<file path="src/rtl/wg_pkg.sv">
package wg_pkg;

   typedef enum logic [1:0] {
      OP_ACCESS = 2'b00,
      OP_LINE   = 2'b01,
      OP_WHOLE  = 2'b10,
      OP_RSVD   = 2'b11
   } wg_op_e;

endpackage

</file>
<file path="src/rtl/wg_lookup_mask.sv">
module wg_lookup_mask #(
   parameter int NUM_WAYS = 4
) (
   input  logic                gate_mode,
   input  logic                acc_is_data,
   input  logic [1:0]          op_class,
   input  logic [NUM_WAYS-1:0] instr_dis,
   input  logic [NUM_WAYS-1:0] data_dis,
   output logic [NUM_WAYS-1:0] lookup_en
);
   import wg_pkg::*;

   wg_op_e op_q;
   logic   all_ways;

   // Whole-cache operations bypass the mode; the reserved code is a normal access.
   always_comb begin
      op_q     = wg_op_e'(op_class);
      all_ways = (op_q == OP_WHOLE) || !gate_mode;
   end

   for (genvar w = 0; w < NUM_WAYS; w++) begin : g_way
      logic barred;
      assign barred       = acc_is_data ? data_dis[w] : instr_dis[w];
      assign lookup_en[w] = all_ways || !barred;
   end

endmodule

</file>
<file path="src/rtl/wg_hit_gate.sv">
module wg_hit_gate #(
   parameter int NUM_WAYS = 4
) (
   input  logic [NUM_WAYS-1:0] lookup_en,
   input  logic [NUM_WAYS-1:0] way_hit_raw,
   output logic [NUM_WAYS-1:0] gated_hit
);
   for (genvar w = 0; w < NUM_WAYS; w++) begin : g_way
      assign gated_hit[w] = way_hit_raw[w] & lookup_en[w];
   end
endmodule

</file>
<file path="src/rtl/wg_way_encoder.sv">
module wg_way_encoder #(
   parameter int NUM_WAYS  = 4,
   parameter bit LOW_FIRST = 1'b1,
   localparam int IDX_W    = $clog2(NUM_WAYS)
) (
   input  logic [NUM_WAYS-1:0] vec,
   output logic                any,
   output logic [IDX_W-1:0]    idx
);
   if (LOW_FIRST) begin : g_low
      always_comb begin
         idx = '0;
         for (int w = NUM_WAYS - 1; w >= 0; w--) begin
            if (vec[w]) idx = IDX_W'(w);
         end
      end
   end else begin : g_high
      always_comb begin
         idx = '0;
         for (int w = 0; w < NUM_WAYS; w++) begin
            if (vec[w]) idx = IDX_W'(w);
         end
      end
   end

   assign any = |vec;
endmodule

</file>
<file path="src/rtl/wg_multi_detect.sv">
module wg_multi_detect #(
   parameter int NUM_WAYS = 4
) (
   input  logic [NUM_WAYS-1:0] vec,
   output logic                multi
);
   always_comb begin
      logic seen;
      seen  = 1'b0;
      multi = 1'b0;
      for (int w = 0; w < NUM_WAYS; w++) begin
         if (vec[w]) begin
            if (seen) multi = 1'b1;
            seen = 1'b1;
         end
      end
   end
endmodule

</file>
<file path="src/rtl/wg_way_gate.sv">
module wg_way_gate #(
   parameter int NUM_WAYS  = 4,
   parameter bit LOW_FIRST = 1'b1,
   localparam int IDX_W    = $clog2(NUM_WAYS)
) (
   input  logic                acc_is_data,
   input  logic [1:0]          op_class,
   input  logic                gate_mode,
   input  logic [NUM_WAYS-1:0] instr_dis,
   input  logic [NUM_WAYS-1:0] data_dis,
   input  logic [NUM_WAYS-1:0] way_hit_raw,
   output logic [NUM_WAYS-1:0] lookup_en,
   output logic                hit,
   output logic [IDX_W-1:0]    hit_way,
   output logic                multi_hit
);
   if (NUM_WAYS < 2) begin : g_bad_low
      $error("wg_way_gate: NUM_WAYS must be at least 2");
   end
   if (NUM_WAYS > 64) begin : g_bad_high
      $error("wg_way_gate: NUM_WAYS must not exceed 64");
   end

   logic [NUM_WAYS-1:0] gated_hit;

   wg_lookup_mask #(.NUM_WAYS(NUM_WAYS)) mask_i (
      .gate_mode   (gate_mode),
      .acc_is_data (acc_is_data),
      .op_class    (op_class),
      .instr_dis   (instr_dis),
      .data_dis    (data_dis),
      .lookup_en   (lookup_en)
   );

   wg_hit_gate #(.NUM_WAYS(NUM_WAYS)) gate_i (
      .lookup_en   (lookup_en),
      .way_hit_raw (way_hit_raw),
      .gated_hit   (gated_hit)
   );

   wg_way_encoder #(.NUM_WAYS(NUM_WAYS), .LOW_FIRST(LOW_FIRST)) enc_i (
      .vec (gated_hit),
      .any (hit),
      .idx (hit_way)
   );

   wg_multi_detect #(.NUM_WAYS(NUM_WAYS)) multi_i (
      .vec   (gated_hit),
      .multi (multi_hit)
   );
endmodule

</file>
<file path="config.mk">
export PLATFORM = sky130hd
export DESIGN_NAME = wg_way_gate
export DESIGN_NICKNAME = d
export VERILOG_FILES = /design/src/rtl/wg_pkg.sv /design/src/rtl/wg_lookup_mask.sv /design/src/rtl/wg_hit_gate.sv /design/src/rtl/wg_way_encoder.sv /design/src/rtl/wg_multi_detect.sv /design/src/rtl/wg_way_gate.sv
export SDC_FILE = /design/constraint.sdc
export NUM_CORES = 1
export LEC_CHECK = 0
export BUFFER_PORTS_ARGS = -buffer_cell sky130_fd_sc_hd__buf_4
export CORE_AREA = 2 2 39 41
export DETAILED_ROUTE_END_ITERATION = 8
export DIE_AREA = 0 0 41 43
export PLACE_DENSITY = 0.43
export RECOVER_POWER = 100
export SYNTH_ARGS = -nofsm -noshare
export SYNTH_HDL_FRONTEND = slang
export SYNTH_SLANG_ARGS = --single-unit
</file>
<file path="constraint.sdc">
create_clock -name vclk -period 3.7
set_clock_uncertainty 0.1 [all_clocks]
set_input_delay 0.555 -clock vclk [all_inputs]
set_output_delay 0.555 -clock vclk [all_outputs]
set_load 0.03 [all_outputs]
</file>
# Word-level counts from Yosys, hierarchy flattened
# Index checks and enable logic that the tools add are counted.
# totals
in_bits	16
ff_bits	0
out_inout_bits	8
word_cells	33
# op_classes
muxes	17
n_bitwise	4
n_eq_ne	1
n_reduce_logical	11
# op_table
cell	count
1-bit two-way mux	13
2-bit two-way mux	4
1-bit zero test	5
1-bit logical OR	5
1-bit AND	4
4-bit OR reduction	1
2-bit equality test (second input constant)	1

# Logic depth before layout (Yosys ltp)
# depth
depth_word	11
mapped_depth	4

# Modules after synthesis
# From an unflattened synthesis, not the netlist that was laid out.
# hier_totals
cells_unflattened	23
hier_area_um2	150.1
# by_module_without_submodules
module	area_each_um2	cells_per_inst	instances
wg_lookup_mask	71.3	9	1
wg_way_encoder	35.0	7	1
wg_hit_gate	25.0	4	1
wg_multi_detect	18.8	3	1

# Worst setup path after synthesis
# OpenSTA, ideal clock, no wires.
# synth_timing
path_kind	input to output
from	input port op_class[0]
to	output port multi_hit
n_path_buf	0
cell_stages	4
required_ps	3045
t_arrival_ps	1737
slack_ps	1308
cell_sequence	nand2b_1 a31oi_1 nand2_1 a21oi_1
# synth_between
elab_chain_len	11
# synth_lines
item	line_no	source
start: declaration	wg_way_gate.sv:7	input logic [1:0] op_class,
2-bit equality test *	wg_lookup_mask.sv:19	all_ways = (op_q == OP_WHOLE) || !gate_mode;
1-bit logical OR *	wg_lookup_mask.sv:19	
1-bit logical OR	wg_lookup_mask.sv:25	assign lookup_en[w] = all_ways || !barred;
1-bit AND	wg_hit_gate.sv:9	assign gated_hit[w] = way_hit_raw[w] & lookup_en[w];
1-bit two-way mux	wg_multi_detect.sv:12	if (vec[w]) begin
1-bit two-way mux	wg_multi_detect.sv:13	if (seen) multi = 1'b1;
1-bit two-way mux	wg_multi_detect.sv:12	
1-bit two-way mux	wg_multi_detect.sv:13	
1-bit two-way mux	wg_multi_detect.sv:12	
1-bit two-way mux	wg_multi_detect.sv:13	
1-bit two-way mux *	wg_multi_detect.sv:12	
end: declaration	wg_way_gate.sv:15	output logic multi_hit
# Mark *: on every way between the ends. The rest lies on a longest branch, timed or not.

# Worst setup path after layout
# Same ends and word-level chain as after synthesis.

==> flow_summary.toml <==
[route]
drc = 0
wl_per_cell_um = 8.61
wirelength_um = 551
drtIter0Drc = 0
vias_per_cell = 4.36
vias = 279
dr.pass1.iters = 1
ant_nets = 0

[grt]
grt_remaining_overflow = 0
grt_pass1_wl_um = 890
grt_usage = 0.0659
grt_pass1_vias = 267
grt_max_degree = 8
antenna_found_initial = 0

[layout]
nNetsFinal = 66
seq_cells = 0
stdcell_count = 64
syn_to_final_growth_pct = 81.3
final_common_cell = "buf_4"
layout_common_cells = "18 x buf_4, 6 x clkbuf_1, 4 x nand3_1"
layout-drive-gt1-share = 0.542
final.clkbuf_count = 0
diodes = 0
seq_area_um2 = 0

[placed_design]
pre_cts_ws_ps = 1230
place.gp.congestion = 0.581
detailed_place_hpwl_um = 539
place_inst = 64
port-buffer-count = 24

[setup_path]
path_delay_family = "compound AO/OA/AOI/OAI gates"
cp_num_cells = 6
startpoint = "op_class[0]"
crit_buf_inv = 2
cp.arrival_ps = 1920
setup.worst_path.start_class = "input pin"
crit_type = "input pin to output port"
required_ps = 3040
critPathMaxFanout = 7
worst_path_largest_cell_delay_ps = 400
worst_path_max_delay_cell = "a31oi_1"
cp-end-kind = "output port"
crit_chain = "buf_4, nand2b_1, a31oi_1, nand2_1, a21oi_1, clkbuf_1"

[clock_network]
cts_resized = 0
postCtsSetupRepairBufs = 0
hold_buffers = 0

[timing]
finalHoldViolCount = 0
hold_ws_ps = 1350
finalSetupTns_ps = 0
setup_viol = 0
drv_slew = 0
setup_ws_ps = 1130
final.min_clock_period_ps = 2570
worstMarginPinSlew_ps = 367
rsz0062_at_grt = "false"
slew_headroom = 0.756
final.period_utilization = 0.695
max_freq_mhz = 389

[floorplanning]
io_pins = 24
start_util = 0.150
die_h_um = 43
core_area_mm2 = 0.00138
die-width_um = 41
placementRows = 14
dieArea_mm2 = 0.00176

[yosys]
yosys.area.top_type = "a31oi_4"
synth_fp_nets = 40
syn-cell-area_um2 = 208
synth-warning-count = 0
yosysSeqAreaShare = 0
yosysTopAreaCellShare = 0.205
ys_types = 16
syn_inst = 24
netlist_top_cells_area = "a31oi_4 20%, mux2_4 14%, mux2_2 11%"
syn_avg_cell_area_um2 = 8.65

[worst_hold_path]
hold_path_depth = 3
hold_class = "input pin to output port"
min_from = "way_hit_raw[0]"

[run]
maxCapViolCount = 0

[power]
p_per_area_mw_per_mm2 = 157
peakVddDrop_mv = 0.0398
power_leakage_nw = 0.168

[status]
status = "finished clean"
final cells by class:
| class | count | area [µm²] |
|---|---|---|
| fill | 163 | 1010 |
| inverter | 3 | 11.3 |
| multi-input combinational | 21 | 188 |
| tap | 16 | 20.0 |
| timing repair buffer | 24 | 158 |
power breakdown:
group          total, mW  switching, mW  internal, mW
clock network          0              0             0
registers              0              0             0
logic             0.0591         0.0323        0.0268
total             0.0591         0.0323        0.0268
kinds of logic (layout without fill, tap and decap cells):
kind of cell,count (synthesis),after routing,synth area share
mux,4,4,0.253
buf+inv,3,27,0.0542
simple gates,10,10,0.277
compound gates,7,7,0.416
path summary, 6_finish.rpt:
| check | endpoint |
|---|---|
| worst max-delay path | multi_hit |
| worst min-delay path | hit_way[0] |
synthesized netlist by cell type:
cell,n
a31oi_4,2
mux2_2,2
mux2_4,2
a31oi_1,1
nand3_1,3
nand2b_1,1
a2bb2oi_2,1
nand2_1,2
nand3_2,1
nor2b_1,1
a21oi_1,1
a21oi_2,1
nor2_1,1
a311oi_1,1
nor2b_2,1
inv_1,3
metal layers:
metal  global-route usage  part of all wire  vias to the layer above
met5                    0                 0                        -
met2                0.141              0.60                       16
met1               0.0633              0.31                      124
met4                    0                 0                        0
met3              0.00524             0.091                        0
li1                     -                 -                      139
per-stage QoR:
step | total power, mW | instance area [µm²] | util
after detailed placement | 0.0657 | 408 | 0.295
after global placement | 0.0657 | 408 | 0.295
final | 0.0591 | 377 | 0.272
after floorplan | 0.0373 | 208 | -
after global routing | 0.0635 | 377 | 0.272
after CTS | 0.0658 | 408 | 0.295
(Power assumes the default switching activity.)
